[src/rtl/ide_trap_pkg.sv]
package ide_trap_pkg;
  localparam int IO_ADDR_W = 16;
  localparam int NUM_CHAN  = 2;
  localparam int NUM_DEV   = 2;
  localparam int EN_W      = NUM_CHAN * NUM_DEV;
  localparam int CFG_W     = 8;
  localparam int WIN_LSB   = 3;

  localparam logic [IO_ADDR_W-1:0] PRI_BASE = 16'h01F0;
  localparam logic [IO_ADDR_W-1:0] PRI_ALT  = 16'h03F6;
  localparam logic [IO_ADDR_W-1:0] SEC_BASE = 16'h0170;
  localparam logic [IO_ADDR_W-1:0] SEC_ALT  = 16'h0376;

  typedef struct packed {
    logic                 chan;
    logic                 dev;
    logic [IO_ADDR_W-1:0] addr;
    logic                 write;
  } trap_rec_t;
endpackage

[src/rtl/ide_trap_decode.sv]
module ide_trap_decode #(
  parameter int                ADDR_W   = 16,
  parameter int                WIN_BITS = 3,
  parameter logic [ADDR_W-1:0] BASE     = '0,
  parameter logic [ADDR_W-1:0] ALT      = '0
) (
  input  logic              valid_i,
  input  logic [ADDR_W-1:0] addr_i,
  output logic              hit_o
);
  localparam logic [ADDR_W-1:0] WIN_TOP = BASE + ADDR_W'((1 << WIN_BITS) - 1);

  logic blk_hit, alt_hit;
  assign blk_hit = (addr_i[ADDR_W-1:WIN_BITS] == BASE[ADDR_W-1:WIN_BITS]);
  assign alt_hit = (addr_i == ALT);
  assign hit_o   = valid_i & (blk_hit | alt_hit);

  // a hit only ever lies inside the window range or on the alternate address
  always_comb begin
    a_r6_hit_in_window: assert (!hit_o || (addr_i >= BASE && addr_i <= WIN_TOP) || addr_i == ALT);
  end
endmodule

[src/rtl/ide_trap_ctrl.sv]
module ide_trap_ctrl
  import ide_trap_pkg::*;
(
  input  logic             clk_i,
  input  logic             rst_ni,
  input  logic             flr_i,
  input  logic             we_i,
  input  logic [CFG_W-1:0] wdata_i,
  output logic [CFG_W-1:0] rdata_o,
  output logic [EN_W-1:0]  en_o
);
  logic [EN_W-1:0] en_q;

  // function-level reset intentionally absent here
  always_ff @(posedge clk_i or negedge rst_ni) begin
    if (!rst_ni)   en_q <= '0;
    else if (we_i) en_q <= wdata_i[EN_W-1:0];
  end

  assign en_o    = en_q;
  assign rdata_o = {{(CFG_W-EN_W){1'b0}}, en_q};

  a_r10_flr_keeps_cfg: assert property (@(posedge clk_i) disable iff (!rst_ni)
    (flr_i && !we_i) |=> $stable(rdata_o));
  a_r2_write_lands: assert property (@(posedge clk_i) disable iff (!rst_ni)
    we_i |=> (rdata_o[EN_W-1:0] == $past(wdata_i[EN_W-1:0])));
  a_r2_reserved_zero: assert property (@(posedge clk_i) disable iff (!rst_ni)
    rdata_o[CFG_W-1:EN_W] == '0);
endmodule

[src/rtl/ide_trap_status.sv]
module ide_trap_status
  import ide_trap_pkg::*;
(
  input  logic      clk_i,
  input  logic      rst_ni,
  input  logic      flr_i,
  input  logic      clr_i,
  input  logic      hit_i,
  input  trap_rec_t rec_i,
  output logic      valid_o,
  output trap_rec_t rec_o
);
  logic      valid_q;
  trap_rec_t rec_q;
  logic      take;

  // a hit coinciding with a clear is captured, not lost
  assign take = hit_i & (~valid_q | clr_i) & ~flr_i;

  always_ff @(posedge clk_i or negedge rst_ni) begin
    if (!rst_ni) begin
      valid_q <= 1'b0;
      rec_q   <= '0;
    end else if (flr_i) begin
      valid_q <= 1'b0;
    end else if (take) begin
      valid_q <= 1'b1;
      rec_q   <= rec_i;
    end else if (clr_i) begin
      valid_q <= 1'b0;
    end
  end

  assign valid_o = valid_q;
  assign rec_o   = rec_q;

  a_r8_record_sticky: assert property (@(posedge clk_i) disable iff (!rst_ni)
    (valid_q && !clr_i && !flr_i) |=> (valid_q && $stable(rec_q)));
  a_r9_clear_no_hit: assert property (@(posedge clk_i) disable iff (!rst_ni)
    (clr_i && !hit_i) |=> !valid_q);
  a_r10_flr_drops: assert property (@(posedge clk_i) disable iff (!rst_ni)
    flr_i |=> !valid_q);
endmodule

[src/rtl/ide_io_trap.sv]
module ide_io_trap
  import ide_trap_pkg::*;
(
  input  logic                 clk_i,
  input  logic                 rst_ni,
  input  logic                 flr_i,
  input  logic                 cfg_we_i,
  input  logic [CFG_W-1:0]     cfg_wdata_i,
  output logic [CFG_W-1:0]     cfg_rdata_o,
  input  logic                 io_valid_i,
  input  logic [IO_ADDR_W-1:0] io_addr_i,
  input  logic                 io_write_i,
  input  logic                 pri_dev_i,
  input  logic                 sec_dev_i,
  input  logic                 sts_clr_i,
  output logic                 smi_no,
  output logic                 trap_valid_o,
  output logic                 trap_chan_o,
  output logic                 trap_dev_o,
  output logic [IO_ADDR_W-1:0] trap_addr_o,
  output logic                 trap_write_o
);
  logic [EN_W-1:0]     en;
  logic [NUM_CHAN-1:0] win_hit;
  logic [NUM_CHAN-1:0] dev_sel;
  logic [NUM_CHAN-1:0] ch_match;
  logic                any_match;
  trap_rec_t           new_rec, cur_rec;

  assign dev_sel = {sec_dev_i, pri_dev_i};

  ide_trap_ctrl i_ctrl (
    .clk_i   (clk_i),
    .rst_ni  (rst_ni),
    .flr_i   (flr_i),
    .we_i    (cfg_we_i),
    .wdata_i (cfg_wdata_i),
    .rdata_o (cfg_rdata_o),
    .en_o    (en)
  );

  for (genvar ch = 0; ch < NUM_CHAN; ch++) begin : g_chan
    ide_trap_decode #(
      .ADDR_W   (IO_ADDR_W),
      .WIN_BITS (WIN_LSB),
      .BASE     (ch == 0 ? PRI_BASE : SEC_BASE),
      .ALT      (ch == 0 ? PRI_ALT  : SEC_ALT)
    ) i_dec (
      .valid_i (io_valid_i),
      .addr_i  (io_addr_i),
      .hit_o   (win_hit[ch])
    );
    // enable index = channel * NUM_DEV + selected drive
    assign ch_match[ch] = win_hit[ch] & en[ch*NUM_DEV + int'(dev_sel[ch])];
  end

  assign any_match = |ch_match;

  always_comb begin
    new_rec       = '0;
    new_rec.addr  = io_addr_i;
    new_rec.write = io_write_i;
    for (int ch = NUM_CHAN - 1; ch >= 0; ch--) begin
      if (ch_match[ch]) begin
        new_rec.chan = ch[0];
        new_rec.dev  = dev_sel[ch];
      end
    end
  end

  ide_trap_status i_status (
    .clk_i   (clk_i),
    .rst_ni  (rst_ni),
    .flr_i   (flr_i),
    .clr_i   (sts_clr_i),
    .hit_i   (any_match),
    .rec_i   (new_rec),
    .valid_o (trap_valid_o),
    .rec_o   (cur_rec)
  );

  assign smi_no       = ~trap_valid_o;
  assign trap_chan_o  = cur_rec.chan;
  assign trap_dev_o   = cur_rec.dev;
  assign trap_addr_o  = cur_rec.addr;
  assign trap_write_o = cur_rec.write;

  always_comb begin
    a_r4_windows_disjoint: assert ($countones(win_hit) <= 1);
  end

  a_r7_smi_on_trap: assert property (@(posedge clk_i) disable iff (!rst_ni)
    (any_match && !flr_i) |=> !smi_no);
  a_r6_no_hit_no_set: assert property (@(posedge clk_i) disable iff (!rst_ni)
    (!trap_valid_o && !any_match) |=> !trap_valid_o);
  a_r5_disabled_pair_silent: assert property (@(posedge clk_i) disable iff (!rst_ni)
    (win_hit[0] && !en[int'(pri_dev_i)]) |-> !ch_match[0]);
endmodule

[config.mk]
export PLATFORM = sky130hd
export DESIGN_NAME = ide_io_trap
export DESIGN_NICKNAME = d
export VERILOG_FILES = /design/src/rtl/ide_trap_pkg.sv /design/src/rtl/ide_trap_decode.sv /design/src/rtl/ide_trap_ctrl.sv /design/src/rtl/ide_trap_status.sv /design/src/rtl/ide_io_trap.sv
export SDC_FILE = /design/constraint.sdc
export NUM_CORES = 1
export LEC_CHECK = 0
export ABC_AREA = 1
export BUFFER_PORTS_ARGS = -buffer_cell sky130_fd_sc_hd__buf_2
export CAP_MARGIN = 20
export CORE_MARGIN = 5
export CORE_UTILIZATION = 47
export DETAILED_ROUTE_END_ITERATION = 8
export PLACE_DENSITY_LB_ADDON = 0.05
export SLEW_MARGIN = 10
export SYNTH_ARGS = -nofsm -noshare
export SYNTH_HDL_FRONTEND = slang
export SYNTH_SLANG_ARGS = --single-unit
[constraint.sdc]
create_clock -name clk_i -period 3.22 [get_ports clk_i]
set_input_delay 0.483 -clock clk_i [delete_from_list [all_inputs] [get_ports clk_i]]
set_output_delay 0.483 -clock clk_i [all_outputs]
set_load 0.02 [all_outputs]
# After elaboration in Yosys (flattened, before gate mapping)
# Index checks and enable logic that the tools add are counted.
[word_totals]
register_bits = 24
out_inout_bits = 29
[op_classes]
addsub = 1
magnitude_cmp = 2
eq_ne = 4
n_mux = 10
n_bitwise = 11
reduce_logical = 3
[op_table]
columns = ["cell", "count"]
rows = [
  ["$eq A16 B10 Y1 const B", 2],
  ["$eq A13 B6 Y1 const B", 2],
  ["$mux W1", 7],
  ["$and A1 B1 Y1", 6],
  ["$mux W2", 2],
  ["$add A2 B1 Y3 const A", 1],
  ["$lt A1 B3 Y1 const B", 1],
  ["$lt A3 B3 Y1 const B", 1],
  ["$or A1 B1 Y1", 3],
  ["$reduce_bool A3 Y1", 1],
  ["$bmux W1 S2", 1],
  ["$not A1 Y1", 2],
  ["$reduce_and A2 Y1", 1],
  ["$reduce_or A2 Y1", 1],
]

# Logic depth before layout (Yosys ltp)
# Gate-level depths: netlist of run 1.
[depth]
ltp_word = 10
ltp_mapped = 12

# Cells and area by module
# From an unflattened synthesis of run 1, not the netlist that was laid out.
[unflattened]
hier_cells = 165
area_unflattened_um2 = 1342.5
[by_module_without_submodules]
columns = ["module", "instances", "cells_per_inst", "area_each_um2"]
rows = [
  ["ide_trap_status", 1, 88, 900.9],
  ["ide_trap_ctrl", 1, 26, 212.7],
  ["ide_trap_decode at g_chan[0].i_dec", 1, 17, 78.8],
  ["ide_io_trap", 1, 17, 76.3],
  ["ide_trap_decode at g_chan[1].i_dec", 1, 17, 73.8],
]

# Least setup slack after synthesis of run 1
# Ideal clock, no wire load.
[synth_path]
kind = "reg-to-reg"
from = "register i_status.valid_q (netlist: i_status.valid_o)"
to = "register i_status.rec_q (netlist bit i_status.rec_o[0])"
arrival_ns = 1.374
slack_ns = 1.729
stages_incl_launch_ff = 8
n_path_buf = 1
synth_period_minus_slack_ns = 1.491
path_cell_list = "dfrtp_1 -> inv_1 -> nor2_1 -> nor2_1 -> nand2_4 -> buf_6 -> nand2_1 -> nand2_1"
[synth_between]
elab_chain_len = 5
[synth_rtl]
columns = ["element", "line_no", "text"]
rows = [
  ["start: declaration", "ide_trap_status.sv:13", "logic valid_q;"],
  ["start signal: assignment", "ide_trap_status.sv:22", "valid_q <= 1'b0;"],
  ["start signal: assignment", "ide_trap_status.sv:25", "valid_q <= 1'b0;"],
  ["start signal: assignment", "ide_trap_status.sv:27", "valid_q <= 1'b1;"],
  ["$not A1 Y1", "n/a", ""],
  ["via smi_no", "ide_io_trap.sv:16", "output logic smi_no,"],
  ["$or A1 B1 Y1", "ide_trap_status.sv:18", "assign take = hit_i & (~valid_q | clr_i) & ~flr_i;"],
  ["$and A1 B1 Y1 (2 in series)", "ide_trap_status.sv:18", ""],
  ["$reduce_and A2 Y1 (no source line)", "n/a", ""],
  ["end signal: assignment", "ide_trap_status.sv:28", "rec_q <= rec_i;"],
  ["end: declaration", "ide_trap_status.sv:14", "trap_rec_t rec_q;"],
]
# The timed path passes the listed nets, and every way through them passes these cells.
# A chain may end at the register's enable or synchronous reset.

# Final worst setup path of run 1
[layout_path]
from = "register i_status.valid_q (netlist: i_status.valid_o)"
to = "register i_status.rec_q (netlist bit i_status.rec_o[8])"
[layout_between]
elab_chain_len = 5
[layout_rtl]
columns = ["element", "line_no"]
rows = [
  ["$not A1 Y1", "ide_trap_status.sv:18"],
  ["$or A1 B1 Y1", "ide_trap_status.sv:18"],
  ["$and A1 B1 Y1 (2 in series)", "ide_trap_status.sv:18"],
  ["$reduce_and A2 Y1 (no source line)", "n/a"],
]
# No other way between the ends.

==> impl_metrics.ini, run 1 <==
[setup_path]
rr_worst_depth = 6
startpoint_type = flip-flop
r2r_end = i_status.rec_o[8]
required_ns = 3.42
critPathCapture = i_status.rec_o[8]
crit_fanout = 12
r2r-start = i_status.valid_o
end_kind = flip-flop
cp.arrival_ns = 1.60
crit_type = reg2reg
r2r_setup_slack_ns = 1.81
startpoint = i_status.valid_o

[logic_synthesis]
synth_cell_types = 18
synth_compound_area_frac = 0.04862
synthSimpleGateAreaFrac = 0.2785
synth_top_area_frac = 0.5304
ys_seq_area_frac = 0.5304
synthAdderAreaFrac = 0
netlist_area_um2 = 1132
yosys-top-cells-count = nand2_1, dfrtp_1, inv_1
synth.largest_area_cell = dfrtp_1
synth_area_leaders = dfrtp_1, nand2_1, inv_1
synth_seq_cells = 24
async_flop_share = 1.000
synthFlopType = dfrtp_1
synth_edf_count = 0
synthMuxAreaShare = 0.01989
synth_warnings = 0
synth_top_family_by_area = simple AND/OR/NAND/NOR gates
synth_xor_area_frac = 0
syn_avg_cell_area_um2 = 8.031
yosysMostFrequentCell = nand2_1
syn_inst = 141

[drt]
antenna_left = 0
vias = 996
viasPerCell = 4.466
wl_per_cell_um = 9.982
drt-initial-drc-count = 14
first_pass_iters = 4
finalWirelength_um = 2226
drc = 0

[cells_and_area]
num_antenna_cells = 0
syn_to_final_growth_pct = 25.86
nets = 230
finalNonFillerCells = 223
drive_gt1_frac = 0.3385
finalInstanceArea_um2 = 1425

[timing]
finalCriticalPeriod_ns = 1.405
holdWs_ns = 0.1401
slew_violations = 0
rsz0062_at_grt = false
setup_viol = 0
clock_skew_ns = 0.001794
timing.fmax_mhz = 711.5
tightest_slew_ns = 0.5469
finalSetupTns_ns = 0
slew_headroom = 0.6341
hold_violations = 0
finalCritPeriodShare = 0.4365

[floorplan]
initial_core_util = 0.5022
chipWidth_um = 59.09
pin_count = 62
die-area_um2 = 3491
rows = 17
die_h_um = 59.09
core_area_um2 = 2255

[cts]
ctsHtreeMaxLevel = 1
clock_path_buffers = 2
cts_resized = 0
post_cts_buffers = 0
cts_root_buf = clkbuf_4
cts_tree = built
hold_buffers = 0
clock-sinks = 24
clk_latency_ns = 0.30
cts.reportedPaths.clkPinSlew_ns = 0.12
cts_buffers = 3

[power]
switching_share = 0.2479
p_per_area_nw_per_um2 = 348.3
power.share.clock = 0.254
p_sw_uw = 123.0
peakVddDrop_mv = 0.2033
seqPwrFrac = 0.623
internal_power_uw = 373.4
p_leak_nw = 0.8533
p_comb_frac = 0.123

[placed_design]
placed_area_um2 = 1403
io_buffers = 53
hpwl_um = 1798
gp_congestion = 0.7845
dp.cells = 220

[global_routing]
grt_remaining_overflow = 0
antenna_found_initial = 0
gr-usage-all-layers = 0.1414
grt_pass1_wl_um = 3767
use_met3 = 0.03704
grt_max_degree = 25
use_met1 = 0.1937
grt_pass1_vias = 907
met2_usage = 0.2066
grt-busiest-layer = met2

[run]
max-cap-violations = 0

[status]
status = completed

[hold_path]
worstHoldPathType = in2async
[cell families after synthesis]
family,after synthesis
compound gates,10
buf+inv,30
flops,24
mux,2
other cells,1
simple gates,74
[sequential cells by signal, summed over array words and instances, names as in the netlist]
name              cells
i_ctrl.en_o           4
i_status.rec_o       19
i_status.valid_o      1
[stage by stage]
stage / util / setup slack, ns / total power, mW
floorplan: - / 1.729 / 0.3462
global placement: 0.6221 / 1.555 / 0.3751
detailed placement: 0.6221 / 1.535 / 0.3771
CTS: 0.6321 / 1.787 / 0.5059
global route: 0.6321 / 1.653 / 0.5274
finish: 0.6321 / 1.815 / 0.4964
[worst max-delay path: stages (launching register included)]
cell and delay, ns:
dfrtp_1 0.40, inv_1 0.07, nor2_1 0.06, nor2_1 0.43, nand2_4 0.18, nand2_1 0.09, o21ai_0 0.08
[cells in the final DEF (no fill, tap or decap), drive strengths merged]
| master | instances |
|---|---|
| o21ai | 5 |
| a31oi | 1 |
| conb | 4 |
| inv | 25 |
| nor2 | 24 |
| nand2 | 40 |
| mux2 | 2 |
| nor3 | 1 |
| nand3 | 9 |
| dfrtp | 24 |
| a21oi | 4 |
| clkbuf | 3 |
| buf | 53 |
[worst min path at each step]
stage | cells past startpoint | startpoint | slack (ns) | endpoint
6_report | 1 | rst_ni | 0.14 | i_status.rec_o[2]
5_1_grt | 1 | rst_ni | 0.16 | i_status.rec_o[2]
4_1_cts | 1 | rst_ni | 0.14 | i_status.rec_o[7]
3_5_place_dp | 2 | i_status.rec_o[9] | 0.44 | i_status.rec_o[9]
3_3_place_gp | 2 | i_status.rec_o[7] | 0.44 | i_status.rec_o[7]
2_1_floorplan | 0 | rst_ni | 0.19 | i_ctrl.en_o[0]
[power groups by stage]
stage                     clock network [mW]  logic [mW]  registers [mW]
after floorplan                            0      0.0243           0.322
after global placement                     0      0.0602           0.315
after detailed placement                   0      0.0618           0.315
after CTS                              0.135      0.0618           0.310
after global routing                   0.148      0.0691           0.311
final                                  0.126      0.0610           0.309
[final cells by class]
class	instances	area, um2
clock buffers	3	22.52
fillers	222	829.5
inverters	25	93.84
multi-input cells	90	407.9
flip-flops and latches	24	600.6
well taps	28	35.03
repair buffers	53	265.3
[routing by layer]
layer,wire length [um],share of wire
met2,931,0.42
met4,42,0.019
met1,1021,0.46
met5,0,0
met3,231,0.10
No activity file was read; power rests on OpenSTA's default activity.
==> inputs of run 2 (changes only) <==
Settings changed: CORE_UTILIZATION 47 to 39.
Clock period 3.22 ns to 1.2 ns, I/O delays scaled along.
==> run 2 against run 1 <==
Utilization shrank 5.9 points. Sequential cell count is the same. Critical path depth shrank 4. Final cell count grew 6.3%. Critical endpoint is now cfg_rdata_o[0]. Sequential share of layout area shrank 4.1 points. Highest routed layer unchanged.
==> impl_metrics.ini, run 2 (synthesis results as in run 1) <==
[cells_and_area]
nets = 240
largest_register_ff_count = 19
layout_commonest_cell = buf_2
drive_gt1_frac = 0.4515
finalInstanceArea_um2 = 1594
syn_to_final_growth_pct = 40.77
num_antenna_cells = 0
fill_cells = 266
final_cell_mix = buf_2, nand2_1, inv_1

[drt]
drc = 0
antenna_left = 0
viasPerCell = 4.439
wl_met3_um = 251
finalWirelength_um = 2552
wl_per_cell_um = 10.77
wl_met2_um = 1304
drt-initial-drc-count = 27
top_layer = met4
vias = 1052
first_pass_iters = 4
wl_met1_um = 980

[setup_path]
crit_fanout = 2
cp_slowest_cell = dfrtp_2
critical_path.top_delay_family = flip-flops
cp.arrival_ns = 0.98
crit_type = reg2out
critPathMostFrequentCell = buf_6
critical_path_buf_inv_count = 2
critPathMaxStageDelay_ns = 0.44
required_ns = 1.02
worstPathCellList = buf_6 > buf_6
startpoint_type = flip-flop
end_kind = output port

[timing]
hold_violations = 0
tightest_slew_ns = 0.5407
clock_skew_ns = 0.001738
holdWs_ns = 0.07723
rsz0062_at_grt = true
setup_viol = 0
slew_headroom = 0.6395
slew_violations = 0
finalCritPeriodShare = 0.9670
timing.fmax_mhz = 861.8
finalCriticalPeriod_ns = 1.160
setup_ws_ns = 0.03962

[placed_design]
pre_cts_slack_ns = -0.1656
placed_area_um2 = 1478
hpwl_um = 2028
io_buffers = 53
gp_congestion = 0.7292

[power]
switching_share = 0.2471
p_leak_nw = 0.9140
seqPwrFrac = 0.572
p_sw_uw = 360.4
total_power_mw = 1.459
power.share.clock = 0.289
internal_power_mw = 1.098
peakVddDrop_mv = 0.6106
p_per_area_nw_per_um2 = 915.1
p_comb_frac = 0.140

[cts]
clk_latency_ns = 0.31
clock_path_buffers = 2
cts_tree = built
clock-sinks = 24
ctsHtreeMaxLevel = 1
cts_buffers = 3
cts_root_buf = clkbuf_4
cts.reportedPaths.clkPinSlew_ns = 0.13

[hold_path]
worstHoldPathType = in2reg

[global_routing]
grt_max_degree = 25
grt_remaining_overflow = 0
grt_pass1_vias = 1027
gr-usage-all-layers = 0.1264
antenna_found_initial = 0
grt_pass1_wl_um = 4264

[floorplan]
core_area_um2 = 2781
die_h_um = 63.89
chipWidth_um = 63.89
pin_count = 62
rows = 19
die-area_um2 = 4081
initial_core_util = 0.4071

[run]
max-cap-violations = 0

[status]
status = completed
run 2: metrics by stage:
| stage | setup TNS, ns | instances | util |
|---|---|---|---|
| 2_1_floorplan | 0 | 144 | - |
| 3_3_place_gp | -1.274 | 228 | 0.5313 |
| 3_5_place_dp | -1.897 | 228 | 0.5313 |
| 4_1_cts | 0 | 234 | 0.5506 |
| 5_1_grt | -0.3550 | 237 | 0.5731 |
| 6_report | 0 | 237 | 0.5731 |
run 2: worst paths after layout:
| check | startpoint | to | slack [ns] | depth (start not counted) |
|---|---|---|---|---|
| max | i_ctrl.en_o[0] | cfg_rdata_o[0] | 0.04 | 2 |
| min reg2reg | i_status.rec_o[7] | i_status.rec_o[7] | 0.47 | 2 |
| max reg2reg | i_ctrl.en_o[2] | i_status.rec_o[17] | 0.04 | 7 |
| max in group asynchronous | rst_ni | i_status.valid_o | 0.44 | 2 |
| min | cfg_wdata_i[1] | i_ctrl.en_o[1] | 0.08 | 3 |
| min in group asynchronous | rst_ni | i_status.rec_o[8] | 0.37 | 2 |
run 2: cell type report:
cell class | count | area, um2 | area share
Timing Repair Buffer | 63 | 356.6 | 0.2237
Multi-Input combinational cell | 90 | 456.7 | 0.2865
Sequential cell | 24 | 606.8 | 0.3807
Clock buffer | 4 | 36.28 | 0.02276
Tap cell | 31 | 38.79 | 0.02433
Inverter | 25 | 98.84 | 0.06201
run 2: repair_timing:
action | 4_1_cts | 5_1_grt
setup buffers | 1 | 3
gates resized for setup | 0 | 10
hold buffers | 1 | 0
pin swaps | 1 | 4
endpoints found under the hold margin | 24 | 0
setup endpoints to repair | 1 | 15
cloned | 0 | 0
run 2: worst min-delay path: stages:
cell and delay, ns:
buf_2 0.07, nand2_1 0.04, o21ai_0 0.06
run 2: routing by layer:
metal / up-vias / GRT usage
li1: 549 / -
met1: 465 / 0.1403
met2: 36 / 0.2286
met3: 2 / 0.03327
met4: 0 / 0.04675
met5: - / 0
run 2: power by group through the flow:
stage	Sequential [mW]	Combinational, mW	Clock (mW)
3_5_place_dp	0.850	0.182	0
4_1_cts	0.835	0.185	0.437
6_report	0.834	0.204	0.421
3_3_place_gp	0.849	0.177	0
2_1_floorplan	0.868	0.0714	0
5_1_grt	0.837	0.226	0.474
==> inputs of run 3 (changes only) <==
--- a/config.mk
+++ b/config.mk
@@ -10,4 +10,6 @@
 export CAP_MARGIN = 20
+export CELL_PAD_IN_SITES_DETAIL_PLACEMENT = 0
+export CELL_PAD_IN_SITES_GLOBAL_PLACEMENT = 1
 export CORE_MARGIN = 5
-export CORE_UTILIZATION = 39
+export CORE_UTILIZATION = 27
 export DETAILED_ROUTE_END_ITERATION = 8
==> constraint.sdc (replaced) <==
create_clock -name clk_i -period 1.2 [get_ports clk_i]
set_input_delay 0.24 -clock clk_i [delete_from_list [all_inputs] [get_ports clk_i]]
set_output_delay 0.24 -clock clk_i [all_outputs]
set_load 0.02 [all_outputs]
==> run 3 against run 2 <==
The run now ends with setup timing left. Count of clock-buffer cells in the layout unchanged. Critical endpoint is now i_status.rec_o[17]. Total power increased by 6.0%. Highest routed layer unchanged. Clock power increased by 16%. Die area up 37%. Combinational power rose by 9%. Utilization decreased by 16 points. Sequential cell count is the same. Setup slack got worse by 0.054 ns. Final cell count increased by 8.9%. Critical path depth is 5 higher. First-iteration DRC count rose by 15%. Global-route usage fell by 2.2 points. Largest power group unchanged.
==> impl_metrics.ini, run 3 (synthesis results as in run 1) <==
[status]
status = complete, but fails checks
violations = setup timing

[cells_and_area]
nets = 242
finalInstanceArea_um2 = 1683
final_cell_mix = buf_2, nand2_1, inv_1
drive_gt1_frac = 0.4808
syn_to_final_growth_pct = 48.62
multi_input_area_um2 = 493.0
postLayoutCoreUtil = 0.4177
seqCellArea_um2 = 606.8
fill_cells = 454
finalNonFillerCells = 258
num_antenna_cells = 0
largest_register_ff_count = 19
layout_commonest_cell = buf_2

[run]
max-cap-violations = 0

[cts]
cts_tree = built
clock-sinks = 24
cts_root_buf = clkbuf_8
cts.reportedPaths.clkPinSlew_ns = 0.08
cts_buffers = 3
ctsHtreeMaxLevel = 1
clk_latency_ns = 0.26
clock_path_buffers = 2

[setup_path]
cp.arrival_ns = 1.37
required_ns = 1.36
end_kind = flip-flop
crit_fanout = 6
startpoint_type = flip-flop
crit_type = reg2reg

[global_routing]
use_met1 = 0.1259
grt_pass1_wl_um = 4595
grt_pass1_vias = 1067
grt_max_degree = 25
grt_remaining_overflow = 0
gr-usage-all-layers = 0.1046
antenna_found_initial = 0
met2_usage = 0.1873
grt-busiest-layer = met2
use_met3 = 0.01469

[floorplan]
die-area_um2 = 5589
rows = 23
die_h_um = 74.76
core_area_um2 = 4029
pin_count = 62
chipWidth_um = 74.76
initial_core_util = 0.2811

[timing]
finalCritPeriodShare = 1.012
finalSetupTns_ns = -0.01431
finalCriticalPeriod_ns = 1.214
setup_ws_ns = -0.01431
rsz0062_at_grt = true
clock_skew_ns = 0.002731
setup_viol = 1
hold_violations = 0
tightest_slew_ns = 0.5449
slew_violations = 0
timing.fmax_mhz = 823.5
holdWs_ns = 0.1852
slew_headroom = 0.6367

[placed_design]
hpwl_um = 2257
dp.cells = 252
io_buffers = 53
placed_area_um2 = 1567
gp_congestion = 0.7377

[power]
p_per_area_nw_per_um2 = 918.4
peakVddDrop_mv = 0.3382
p_leak_nw = 0.9180

[hold_path]
worstHoldPathType = in2reg

[drt]
drc = 0
viasPerCell = 4.163
wl_per_cell_um = 10.93
antenna_left = 0
vias = 1074
finalWirelength_um = 2819
first_pass_iters = 4
drt-initial-drc-count = 31
## run 3: cell count changes in the layout (fill, tap and decap cells not counted), sizes merged
cell	delta
buf	+2
## run 3: worst paths after layout
path,startpoint,slack [ns],cells past startpoint,endpoint
setup / recovery,i_ctrl.en_o[0],-0.01,7,i_status.rec_o[17]
hold / removal,cfg_wdata_i[3],0.19,3,i_ctrl.en_o[3]
hold reg to reg,i_status.rec_o[7],0.46,2,i_status.rec_o[7]
max in group asynchronous,rst_ni,0.32,2,i_ctrl.en_o[0]
min in group asynchronous,rst_ni,0.49,2,i_status.rec_o[0]
setup reg to reg,i_ctrl.en_o[0],-0.01,7,i_status.rec_o[17]
## run 3: routing by layer
metal	vias up	routed length (um)
met5	-	0
met2	31	1465
met3	2	180
met1	496	1140
met4	0	34
li1	545	-
## run 3: report_power, final
group / switching, mW / internal [mW] / leakage [nW]
Combinational: 0.125 / 0.0968 / 0.637
Sequential: 0.00943 / 0.824 / 0.259
Clock: 0.253 / 0.237 / 0.0228
Total: 0.388 / 1.16 / 0.918
## run 3: area by class of cell
type / count / area share
sequential: 24 / 0.3606
multi-input combinational: 90 / 0.2929
timing repair buffer: 65 / 0.2223
inverter: 25 / 0.06022
tap: 50 / 0.03717
clock buffer: 4 / 0.02677
## run 3: critical path, cell delays in order (launching register included)
cell     delay, ns
dfrtp_2       0.42
o21ai_2       0.14
a21oi_2       0.05
nand2_2       0.09
nand2_4       0.09
buf_6         0.14
a21oi_2       0.12
nor2_1        0.05
## run 3: stage by stage
step	setup WS (ns)	power [mW]
after floorplan	-0.008708	0.9443
after global placement	-0.1794	1.055
after detailed placement	-0.2183	1.060
after CTS	-0.01396	1.564
after global routing	-0.06182	1.612
final	-0.01431	1.546
## run 3: what timing repair did
item | CTS | global route
hold buffers | 1 | 0
buffers inserted | 1 | 0
gates cloned | 0 | 0
endpoints found under the setup margin | 3 | 17
resized for setup | 4 | 12
pin swaps | 1 | 6
hold endpoints to repair | 24 | 0
